### src/rtl/mpf_pkg.sv
`timescale 1ns/1ps
package mpf_pkg;
  typedef enum logic [1:0] {S_IDLE, S_START, S_BITS} rx_state_e;

  // index of the stop bit counted from the first data bit
  function automatic int unsigned stop_index(input int unsigned dw, input logic mp_on);
    return dw + (mp_on ? 32'd1 : 32'd0);
  endfunction

  // tick count at which the middle of a bit is reached
  function automatic int unsigned mid_tick(input int unsigned osr);
    return osr / 2 - 1;
  endfunction
endpackage

### src/rtl/mpf_sampler.sv
`timescale 1ns/1ps
module mpf_sampler
  import mpf_pkg::*;
#(
  parameter int unsigned OSR = 16,
  parameter int unsigned DW  = 8
) (
  input  logic          clk,
  input  logic          rst_n,
  input  logic          rxd,
  input  logic          tick,
  input  logic          mp_on,
  output logic          frame_done,
  output logic [DW-1:0] frame_data,
  output logic          frame_mpb,
  output logic          frame_stop_ok
);
  localparam int unsigned CW = $clog2(OSR);
  localparam int unsigned IW = $clog2(DW + 2);
  localparam logic [CW-1:0] MID  = CW'(mid_tick(OSR));
  localparam logic [CW-1:0] LAST = CW'(OSR - 1);
  localparam logic [IW-1:0] DLIM = IW'(DW);

  rx_state_e      state;
  logic [CW-1:0]  tcnt;
  logic [IW-1:0]  bidx;
  logic [DW-1:0]  shreg;
  logic [IW-1:0]  stop_idx;

  assign stop_idx   = IW'(stop_index(DW, mp_on));
  assign frame_data = shreg;

  always_ff @(posedge clk) begin
    if (!rst_n) begin
      state         <= S_IDLE;
      tcnt          <= '0;
      bidx          <= '0;
      shreg         <= '0;
      frame_mpb     <= 1'b0;
      frame_stop_ok <= 1'b0;
      frame_done    <= 1'b0;
    end else begin
      frame_done <= 1'b0;
      case (state)
        S_IDLE: if (tick && !rxd) begin
          state <= S_START;
          tcnt  <= '0;
        end
        S_START: if (tick) begin
          if (tcnt == MID) begin
            if (!rxd) begin
              state     <= S_BITS;
              tcnt      <= '0;
              bidx      <= '0;
              frame_mpb <= 1'b0;
            end else begin
              state <= S_IDLE;
            end
          end else begin
            tcnt <= tcnt + 1'b1;
          end
        end
        S_BITS: if (tick) begin
          if (tcnt == LAST) begin
            tcnt <= '0;
            if (bidx == stop_idx) begin
              frame_done    <= 1'b1;
              frame_stop_ok <= rxd;
              state         <= S_IDLE;
            end else begin
              if (bidx < DLIM) shreg <= {rxd, shreg[DW-1:1]};
              else             frame_mpb <= rxd;
              bidx <= bidx + 1'b1;
            end
          end else begin
            tcnt <= tcnt + 1'b1;
          end
        end
        default: state <= S_IDLE;
      endcase
    end
  end

  // a completed frame is reported for exactly one cycle
  p_done_pulse_r1: assert property (@(posedge clk) disable iff (!rst_n)
    frame_done |=> !frame_done);
  // a high line at a tick never starts a frame
  p_idle_high_r1: assert property (@(posedge clk) disable iff (!rst_n)
    (state == S_IDLE && tick && rxd) |=> state == S_IDLE);
endmodule

### src/rtl/mpf_flags.sv
`timescale 1ns/1ps
module mpf_flags #(
  parameter int unsigned DW = 8
) (
  input  logic          clk,
  input  logic          rst_n,
  input  logic          frame_done,
  input  logic [DW-1:0] frame_data,
  input  logic          frame_mpb,
  input  logic          frame_stop_ok,
  input  logic          async_mode,
  input  logic          mp_fmt,
  input  logic          wake_set,
  input  logic          wake_clr,
  input  logic          clr_full,
  input  logic          clr_fer,
  input  logic          clr_ovr,
  output logic [DW-1:0] rx_data,
  output logic          rx_full,
  output logic          fer,
  output logic          ovr,
  output logic          mpb,
  output logic          wake_en,
  output logic          frame_take,
  output logic          frame_drop
);
  logic filter_on, id_hit;

  assign filter_on  = async_mode & mp_fmt & wake_en;
  assign frame_drop = frame_done & filter_on & ~frame_mpb;
  assign frame_take = frame_done & ~frame_drop;
  assign id_hit     = frame_done & filter_on & frame_mpb;

  always_ff @(posedge clk) begin
    if (!rst_n) begin
      rx_data <= '0;
      rx_full <= 1'b0;
      fer     <= 1'b0;
      ovr     <= 1'b0;
      mpb     <= 1'b0;
      wake_en <= 1'b0;
    end else begin
      if (frame_take && !rx_full) rx_data <= frame_data;
      rx_full <= (rx_full & ~clr_full) | frame_take;
      ovr     <= (ovr & ~clr_ovr) | (frame_take & rx_full);
      fer     <= (fer & ~clr_fer) | (frame_take & ~frame_stop_ok);
      if (frame_take && mp_fmt) mpb <= frame_mpb;
      if (wake_set)                 wake_en <= 1'b1;
      else if (wake_clr || id_hit)  wake_en <= 1'b0;
    end
  end

  // a dropped frame touches no status
  p_drop_freezes_r3: assert property (@(posedge clk) disable iff (!rst_n)
    (frame_drop && !clr_full && !clr_fer && !clr_ovr) |=>
      ($stable(rx_data) && $stable(rx_full) && $stable(fer) && $stable(ovr) && $stable(mpb)));
  // an ID frame while filtering wakes the node
  p_id_wakes_r4: assert property (@(posedge clk) disable iff (!rst_n)
    (frame_done && async_mode && mp_fmt && wake_en && frame_mpb && !wake_set) |=>
      (!wake_en && mpb && rx_full));
  // without multiprocessor format every frame lands
  p_bypass_r5: assert property (@(posedge clk) disable iff (!rst_n)
    (frame_done && !mp_fmt) |=> rx_full);
  // overrun keeps the held byte
  p_ovr_keeps_r7: assert property (@(posedge clk) disable iff (!rst_n)
    (frame_take && rx_full) |=> (ovr && $stable(rx_data)));
endmodule

### src/rtl/mpu_rx_filter.sv
`timescale 1ns/1ps
module mpu_rx_filter #(
  parameter int unsigned OSR = 16,
  parameter int unsigned DW  = 8
) (
  input  logic          clk,
  input  logic          rst_n,
  input  logic          rxd,
  input  logic          tick16,
  input  logic          async_mode,
  input  logic          mp_fmt,
  input  logic          wake_set,
  input  logic          wake_clr,
  input  logic          rx_ie,
  input  logic          er_ie,
  input  logic          clr_full,
  input  logic          clr_fer,
  input  logic          clr_ovr,
  output logic [DW-1:0] rx_data,
  output logic          rx_full,
  output logic          fer,
  output logic          ovr,
  output logic          mpb,
  output logic          wake_en,
  output logic          rx_irq,
  output logic          er_irq
);
  logic          frame_done, frame_mpb, frame_stop_ok;
  logic [DW-1:0] frame_data;
  logic          frame_take, frame_drop;

  mpf_sampler #(.OSR(OSR), .DW(DW)) u_smp (
    .clk(clk), .rst_n(rst_n), .rxd(rxd), .tick(tick16), .mp_on(mp_fmt),
    .frame_done(frame_done), .frame_data(frame_data),
    .frame_mpb(frame_mpb), .frame_stop_ok(frame_stop_ok)
  );

  mpf_flags #(.DW(DW)) u_flg (
    .clk(clk), .rst_n(rst_n), .frame_done(frame_done), .frame_data(frame_data),
    .frame_mpb(frame_mpb), .frame_stop_ok(frame_stop_ok),
    .async_mode(async_mode), .mp_fmt(mp_fmt),
    .wake_set(wake_set), .wake_clr(wake_clr),
    .clr_full(clr_full), .clr_fer(clr_fer), .clr_ovr(clr_ovr),
    .rx_data(rx_data), .rx_full(rx_full), .fer(fer), .ovr(ovr), .mpb(mpb),
    .wake_en(wake_en), .frame_take(frame_take), .frame_drop(frame_drop)
  );

  assign rx_irq = rx_full & rx_ie;
  assign er_irq = (fer | ovr) & er_ie;

  // no interrupt can come from a dropped frame
  p_drop_no_irq_r3: assert property (@(posedge clk) disable iff (!rst_n)
    (frame_drop && !rx_full && !fer && !ovr && !clr_full) |=> (!rx_irq && !er_irq));
endmodule

### config.mk
export PLATFORM = sky130hd
export DESIGN_NAME = mpu_rx_filter
export DESIGN_NICKNAME = d
export VERILOG_FILES = /design/src/rtl/mpf_pkg.sv /design/src/rtl/mpf_sampler.sv /design/src/rtl/mpf_flags.sv /design/src/rtl/mpu_rx_filter.sv
export SDC_FILE = /design/constraint.sdc
export NUM_CORES = 1
export LEC_CHECK = 0
export ABC_AREA = 1
export CAP_MARGIN = 15
export CELL_PAD_IN_SITES_DETAIL_PLACEMENT = 1
export CELL_PAD_IN_SITES_GLOBAL_PLACEMENT = 1
export CORE_AREA = 5 5 76 78
export CTS_CLUSTER_SIZE = 40
export DETAILED_ROUTE_END_ITERATION = 6
export DIE_AREA = 0 0 81 83
export PLACE_DENSITY_LB_ADDON = 0.08
export SLEW_MARGIN = 20
export SYNTH_ARGS = -nofsm -noshare
export SYNTH_HDL_FRONTEND = slang
export SYNTH_HIERARCHICAL = 1
export SYNTH_SLANG_ARGS = --single-unit
### constraint.sdc
create_clock -name clk -period 1.65 [get_ports clk]
set_clock_uncertainty 0.1 [all_clocks]
set_input_delay 0.33 -clock clk [delete_from_list [all_inputs] [get_ports clk]]
set_output_delay 0.33 -clock clk [all_outputs]
set_load 0.02 [all_outputs]
After elaboration in Yosys (flattened, before gate mapping):

Cells that the tools add are included.
W data, S select, Z words.

* add/sub/neg operators: 3
* $lt $le $gt $ge: 1
* equality and inequality tests: 15
* mux-type cells: 33
* bitwise operators: 24
* reduce and logical (&&, ||, !) cells: 17

Operator list (number)
* $mux W4: 11
* $mux W2: 7
* $and A1 B1 Y1: 13
* $pmux W4 S3: 1
* $mux W1: 11
* $ne A2 B2 Y1 const B: 5
* $reduce_and A5 Y1: 2
* $add A4 B1 Y4 const B: 2
* $ne A2 B1 Y1 const B: 4
* $pmux W4 S2: 1
* $reduce_and A4 Y1: 2
* $reduce_and A8 Y1: 1
* $not A1 Y1: 7
* $reduce_and A7 Y1: 1
* $pmux W2 S3: 1
* $reduce_and A6 Y1: 1
* $add A4 B4 Y4 const A: 1
* $eq A4 B3 Y1 const B: 1
* $eq A4 B4 Y1: 1
* $eq A4 B4 Y1 const B: 1
* $lt A4 B4 Y1 const B: 1
* $or A1 B1 Y1: 4
* $reduce_bool A2 Y1: 2
* $logic_and A1 B1 Y1: 3
* other kinds (8): 9

* bits in registers: 34
* bits of input ports: 13
* output and inout port bits: 15
* word-level logic and storage cells: 106

Longest topological paths before layout:

Gate-level depths: netlist of the first run.

* word-level depth: 8
* depth in mapped cells: 10
* gate-level depth less buffers: 10

By module:

Netlist of the first run, hierarchy kept.

By module, submodules not included
* mpf_sampler: times used 1, cells each 165, area an instance 1172.4 um2
* mpf_flags: times used 1, cells each 103, area an instance 643.1 um2
* mpu_rx_filter: times used 1, cells each 5, area an instance 18.8 um2

Worst setup path after synthesis of the first run:

No wires, ideal clock.

* kind: register to register
* start point: register u_smp.state[0]
* end point: register u_smp.tcnt[2]
* arrival: 1.241 ns
* data required time: 1.433 ns
* slack: 0.192 ns
* cell stages (with the launch flop): 10
* buffers on the path: 1
* clock period less this slack: 1.458 ns
* cells stage by stage: dfxtp_1 inv_1 ha_1 buf_6 nor2_2 nand2_2 nand3_2 nor2_1 o21ai_0 nor2_1

* longest elaborated chain between the ends: 3
* elaborated cells between the ends (all ways): 10
* classes of those cells: eq/ne (6); mux (1); reduce/logical (3)

RTL lines
* start, declared: line mpf_sampler.sv:24 `rx_state_e state;`
* start signal, assigned: line mpf_sampler.sv:35 `state <= S_IDLE;`
* start signal, assigned: line mpf_sampler.sv:46 `state <= S_START;`
* start signal, assigned: line mpf_sampler.sv:52 `state <= S_BITS;`
* $eq A2 B1 Y1, or another cell as far along: line mpf_sampler.sv:44 `case (state)`
* $ne A3 B3 Y1 (no source line), or another cell as far along
* $reduce_and A5 Y1 (no source line)
* end signal, assigned: line mpf_sampler.sv:60 `tcnt <= tcnt + 1'b1;`
* end signal, assigned: line mpf_sampler.sv:76 `tcnt <= tcnt + 1'b1;`
* end, declared: line mpf_sampler.sv:25 `logic [CW-1:0] tcnt;`

Parallel ways exist; a longest one is shown, timed or not.
A chain may end at the register's enable or synchronous reset.

Worst setup path after layout of the first run:

* start point: input port er_ie
* end point: output port er_irq

* longest elaborated chain between the ends: 1

RTL lines
* start, declared: line mpu_rx_filter.sv:15 `input logic er_ie,`
* $and A1 B1 Y1: line mpu_rx_filter.sv:49 `assign er_irq = (fer | ovr) & er_ie;`
* end, declared: line mpu_rx_filter.sv:26 `output logic er_irq`

Every way passes these cells.

==> run summary, run 1 <==
outcome -> finished, final reports clean
area of the die -> 6720 µm²
worst r2r src -> u_smp/state[0]$_SDFFE_PN0P_
final global-route overflow total -> 0
Clk pwr share -> 0.268
Die Width -> 81 µm
# IOs -> 28
clk buf depth -> 2
Startpoint Class -> primary input
Worst EP arrival -> 1.09 ns
Final Max Slew Viols -> 0
Clock Latency Late Sink -> 0.28 ns
unrepaired setup endpoints after global routing -> no
CTS clk-pin slew, worst paths -> 0.06 ns
Initial DRC Count -> 20
CP max FO -> 1
Leakage -> 1.17 nW
PD cells -> 937 nW/µm²
sequential share of power -> 0.419
DRT antenna net count -> 0
final cell count without fillers -> 387
Num CTS Buffers -> 5
minimum clock period after layout -> 1.52 ns
slowest cell on the critical path -> clkdlybuf4s50_1
Fillers -> 687
Residual DRC -> 0
Initial Utilization -> 0.365
Max VDD drop -> 0.463 mV
Int Pwr -> 1.49 mW
Slew Limit Headroom -> 0.825
placed instance count -> 381
Final period util -> 0.922
Layout area overhead -> 30.3%
CP max stage delay -> 0.46 ns
PortBufs -> 27
Die H -> 83 µm
Routability Congestion -> 0.759
crit path from -> er_ie
Post-CTS Setup Inserts -> 0
Comb power frac -> 0.313
DR vias -> 1746
FMAX -> 657 MHz
Final setup viols -> 0
Routed WL -> 4300 µm
final hold vios -> 0
first-pass GRT wire length -> 7670 µm
Synth Instances -> 272
post-DR vias/cell -> 4.51
gr usage total -> 0.141
final net count -> 336
initial antenna violation count -> 0
multi-input logic area -> 927 µm²
crit end category -> output port
Crit path max-delay family -> buffers and inverters
sw frac -> 0.334
hold_sp -> u_smp/frame_stop_ok$_SDFFE_PN0P_
Hold/Removal Path Class -> register to register
Tightest Pin Transition -> 0.261 ns
crit path cell chain -> clkdlybuf4s50_1 > inv_1 > nor2_1 > buf_2
layout cells sized above 1 -> 0.196
CTS root buf -> clkbuf_8
core area -> 5010 µm²
Mapped Nets -> 290
DP Area -> 2290 µm²
largest net degree at the start of global routing -> 13
Setup CP Type -> primary input to output port
row count -> 26
# clock sinks -> 34
HPWL after DPL -> 3480 µm
max cap viols -> 0
1st-pass router iterations -> 4
Power, Total -> 2.24 mW
ant diodes -> 0
CTS tree -> done
Mapped Avg Cell Area -> 6.73 µm²
worst path required time -> 1.22 ns
yosys warns -> 6
wire per inst -> 11.1 µm
post-route cell area -> 2390 µm²
# H-tree levels -> 2
total area of sequential cells -> 683 µm²
synthesized area -> 1830 µm²
NetSw -> 0.748 mW
number of global-route vias before repair -> 1703
Crit path buffers/inverters -> 3
area by class of cell:
class                      count  area share
clock buffer                   6      0.0346
inverter                      54      0.0870
multi-input combinational    178       0.389
sequential                    34       0.286
tap                           70      0.0367
timing repair buffer          45       0.167
layer usage:
layer / up-vias / global-route usage / wire, µm / part of all wire
met5: - / 0 / 0 / 0
met1: 798 / 0.160 / 1850 / 0.43
li1: 921 / - / - / -
met2: 21 / 0.250 / 2210 / 0.52
met4: 0 / 0.0461 / 63 / 0.015
met3: 6 / 0.0379 / 166 / 0.039
final timing paths:
kind	slack, ns	depth (start not counted)	to
setup / recovery	0.13	4	er_irq
hold / removal	0.37	2	u_smp/frame_stop_ok$_SDFFE_PN0P_
setup reg to reg	0.13	9	u_smp/tcnt[3]$_SDFFE_PN0P_
hold reg to reg	0.37	2	u_smp/frame_stop_ok$_SDFFE_PN0P_
power groups by stage:
stage,Combinational [mW],Sequential (mW),Clock [mW]
2_1_floorplan,0.504,0.941,0
3_5_place_dp,0.684,0.953,0
6_report,0.699,0.937,0.599
3_3_place_gp,0.667,0.953,0
5_1_grt,0.792,0.951,0.676
4_1_cts,0.688,0.934,0.628
registers in the layout, indices dropped and copies added, names as in the netlist, 2 cells and up:
name	cells
u_flg/rx_data	8
u_smp/bidx	4
u_smp/frame_data	8
u_smp/state	2
u_smp/tcnt	4
timing repair:
item | 4_1_cts | 5_1_grt
endpoints found under the setup margin | 10 | 19
hold buffers | 0 | 0
pin swaps | 0 | 1
resized for setup | 13 | 16
cell usage in the layout (no fill, tap or decap), drive strengths merged:
cell and count:
dlymetal6s2s 5, a21oi 9, clkinv 8, nand2 63, inv 46, nand4 12, nor4 1, clkdlybuf4s50 12
ha 5, clkbuf 7, a31o 1, dlygate4sd2 8, a31oi 1, dfxtp 34, nor3b 1, o21bai 1
buf 19, o21ai 10, nand3 11, nor2 58, nand3b 3, xor2 2
metrics by stage:
stage	worst slack, ns	TNS (ns)	util	hold WS (ns)
after floorplan	0.192	0	-	0.334
after global placement	-0.283	-1.99	0.457	0.358
after detailed placement	-0.307	-2.70	0.457	0.363
after CTS	0.00110	0	0.472	0.373
after global routing	0.00678	0	0.476	0.408
final	0.128	0	0.476	0.371
worst min-delay path, stage by stage (launching register included):
cell,delay [ns]
dfxtp_1,0.32
nand2_1,0.06
a21oi_1,0.05
Note: power is estimated with default switching activity, not from simulation.
==> run 2: changes to the inputs <==
- CORE_AREA: 5 5 76 78 -> 5 5 74 76
- DIE_AREA: 0 0 81 83 -> 0 0 79 81
- clock period: 1.65 -> 1.8 ns (I/O delays scaled with it)
==> run 2 against run 1 <==
  * Cell count down 6.2%
  * Via count fell by 2.6%
  * Non-clock buffer count down 10
  * Die area is 4.8% lower
  * Worst setup slack got worse by 0.063 ns
  * Sequential power shrank 8.5%
  * Critical endpoint unchanged
  * Register-to-register slack improved by 0.08 ns
==> run summary, run 2 (synthesis gave the netlist of run 1 again) <==
DR vias -> 1701 (was 1746)
post-route cell area -> 2290 µm² (was 2390 µm²)
PortBufs -> 27 (unchanged)
largest net degree at the start of global routing -> 13 (unchanged)
gr usage total -> 0.144 (was 0.141)
outcome -> finished, final reports clean (unchanged)
Hold/Removal Path Class -> register to register (unchanged)
CTS clk-pin slew, worst paths -> 0.07 ns (was 0.06 ns)
Residual DRC -> 0 (unchanged)
Clk pwr share -> 0.284 (was 0.268)
Comb power frac -> 0.295 (was 0.313)
HPWL after DPL -> 3300 µm (was 3480 µm)
crit path cell chain -> clkdlybuf4s50_1 > inv_1 > nor2_1 > dlygate4sd2_1 (was clkdlybuf4s50_1 > inv_1 > nor2_1 > buf_2)
area of the die -> 6400 µm² (was 6720 µm²)
unrepaired setup endpoints after global routing -> no (unchanged)
WHS Endpoint -> u_smp/frame_stop_ok$_SDFFE_PN0P_ (unchanged)
Final setup viols -> 0 (unchanged)
Power, Total -> 2.03 mW (was 2.24 mW)
WHS -> 0.364 ns (was 0.371 ns)
ant diodes -> 0 (unchanged)
final global-route overflow total -> 0 (unchanged)
wire per inst -> 11.4 µm (was 11.1 µm)
Leakage -> 1.02 nW (was 1.17 nW)
Setup CP Type -> primary input to output port (unchanged)
worst r2r src -> u_smp/state[0]$_SDFFE_PN0P_ (unchanged)
first-pass GRT wire length -> 7390 µm (was 7670 µm)
max cap viols -> 0 (unchanged)
core area -> 4660 µm² (was 5010 µm²)
Slew Limit Headroom -> 0.807 (was 0.825)
# H-tree levels -> 2 (unchanged)
Num CTS Buffers -> 5 (unchanged)
row count -> 25 (was 26)
worst path required time -> 1.34 ns (was 1.22 ns)
crit end category -> output port (unchanged)
1st-pass router iterations -> 4 (unchanged)
Die Width -> 79 µm (was 81 µm)
DRT antenna net count -> 0 (unchanged)
FMAX -> 577 MHz
# IOs -> 28 (unchanged)
CP max stage delay -> 0.46 ns (about the same)
Int Pwr -> 1.35 mW (was 1.49 mW)
layout cells sized above 1 -> 0.146 (was 0.196)
Clock Latency Late Sink -> 0.28 ns (about the same)
Layout area overhead -> 25.0% (was 30.3%)
most common cell after layout, fill and taps aside -> nand2_1 (unchanged)
Initial DRC Count -> 38 (was 20)
Final period util -> 0.963
Startpoint Class -> primary input (unchanged)
Routed WL -> 4140 µm (was 4300 µm)
Routability Congestion -> 0.747 (was 0.759)
sw frac -> 0.337 (was 0.334)
# clock sinks -> 34 (unchanged)
R2R Path End -> u_smp/frame_mpb$_SDFFE_PN0P_ (was u_smp/tcnt[3]$_SDFFE_PN0P_)
number of global-route vias before repair -> 1712 (was 1703)
hold-critical path depth -> 2 (unchanged)
internal reg-to-reg setup slack -> 0.21 ns (was 0.13 ns)
hold buffer count at CTS -> 0 (unchanged)
final hold vios -> 0 (unchanged)
post-DR vias/cell -> 4.69 (was 4.51)
CP max FO -> 1 (unchanged)
sequential share of power -> 0.422 (was 0.419)
PD cells -> 888 nW/µm² (was 937 nW/µm²)
Final Max Slew Viols -> 0 (unchanged)
most frequent cells in the layout -> 55 x nand2_1, 52 x nor2_1, 40 x inv_1 (was 55 x nand2_1, 51 x nor2_1, 40 x inv_1)
NetSw -> 0.684 mW (was 0.748 mW)
hold_sp -> u_smp/frame_stop_ok$_SDFFE_PN0P_ (unchanged)
CTS root buf -> clkbuf_8 (unchanged)
Worst EP arrival -> 1.27 ns (was 1.09 ns)
clk buf depth -> 2 (unchanged)
Initial Utilization -> 0.393 (was 0.365)
CTS tree -> done (unchanged)
r2r worst-path depth -> 10 (was 9)
Die H -> 81 µm (was 83 µm)
minimum clock period after layout -> 1.73 ns
DP Area -> 2190 µm² (was 2290 µm²)
initial antenna violation count -> 0 (unchanged)
Tightest Pin Transition -> 0.289 ns (was 0.261 ns)
Max VDD drop -> 0.469 mV (was 0.463 mV)
slowest cell on the critical path -> clkdlybuf4s50_1 (unchanged)
final net count -> 326 (was 336)
run 2: changes by cell type in the layout (fill, tap and decap cells not counted), moves of 2 or more:
cell,change
clkdlybuf4s50_1,+12
dlymetal6s2s_1,-4
dfxtp_1,+2
dlygate4sd2_1,-6
ha_1,+2
buf_4,-10
dfxtp_2,-2
ha_2,-2
run 2: power groups by stage:
stage / logic [mW] / clock network [mW] / registers (mW)
2_1_floorplan: 0.462 / 0 / 0.863
6_report: 0.598 / 0.576 / 0.857
3_5_place_dp: 0.602 / 0 / 0.876
3_3_place_gp: 0.589 / 0 / 0.873
4_1_cts: 0.607 / 0.601 / 0.858
5_1_grt: 0.689 / 0.638 / 0.868
run 2: through the flow:
stage	TNS, ns	instances	setup slack [ns]	util
global placement	-0.346	355	-0.191	0.471
finish	0	363	0.0658	0.491
detailed placement	-0.438	355	-0.224	0.471
floorplan	0	272	0.342	-
global route	0	363	0.00723	0.491
CTS	0	363	0.0327	0.490
run 2: worst max-delay path by stage:
| stage | from | to | slack [ns] | cells after the start |
|---|---|---|---|---|
| after global placement | er_ie | er_irq | -0.19 | 4 |
| final | er_ie | er_irq | 0.07 | 4 |
| after detailed placement | er_ie | er_irq | -0.22 | 4 |
| after floorplan | u_smp/state[0]$_SDFFE_PN0P_ | u_smp/tcnt[2]$_SDFFE_PN0P_ | 0.34 | 9 |
| after CTS | u_flg/rx_full$_SDFF_PN0_ | rx_full | 0.03 | 1 |
| after global routing | er_ie | er_irq | 0.007 | 4 |
run 2: cell type report:
cell class	instances	area, µm²
inverter	54	208
clock buffer	7	86.3
tap	54	67.6
clock inverter	1	5.00
multi-input combinational	178	911
timing repair buffer	35	330
sequential	34	681
fill	596	2370
run 2: critical path, delay by kind of cell:
| family | cells | cell delay, ns |
|---|---|---|
| AND/OR/NAND/NOR | 1 | 0.09 |
| buffers and inverters | 3 | 0.84 |
run 2: per-layer routing:
metal  share of wire  up-vias  GRT usage
li1                -      897          -
met5               0        -          0
met2            0.51       22      0.266
met3           0.035        4     0.0377
met4           0.014        0     0.0619
met1            0.44      778      0.156
run 2: what timing repair did:
item | CTS | global route
setup endpoints to repair | 2 | 6
endpoints found under the hold margin | 0 | 0
resized for setup | 2 | 2
buffers inserted | 0 | 0
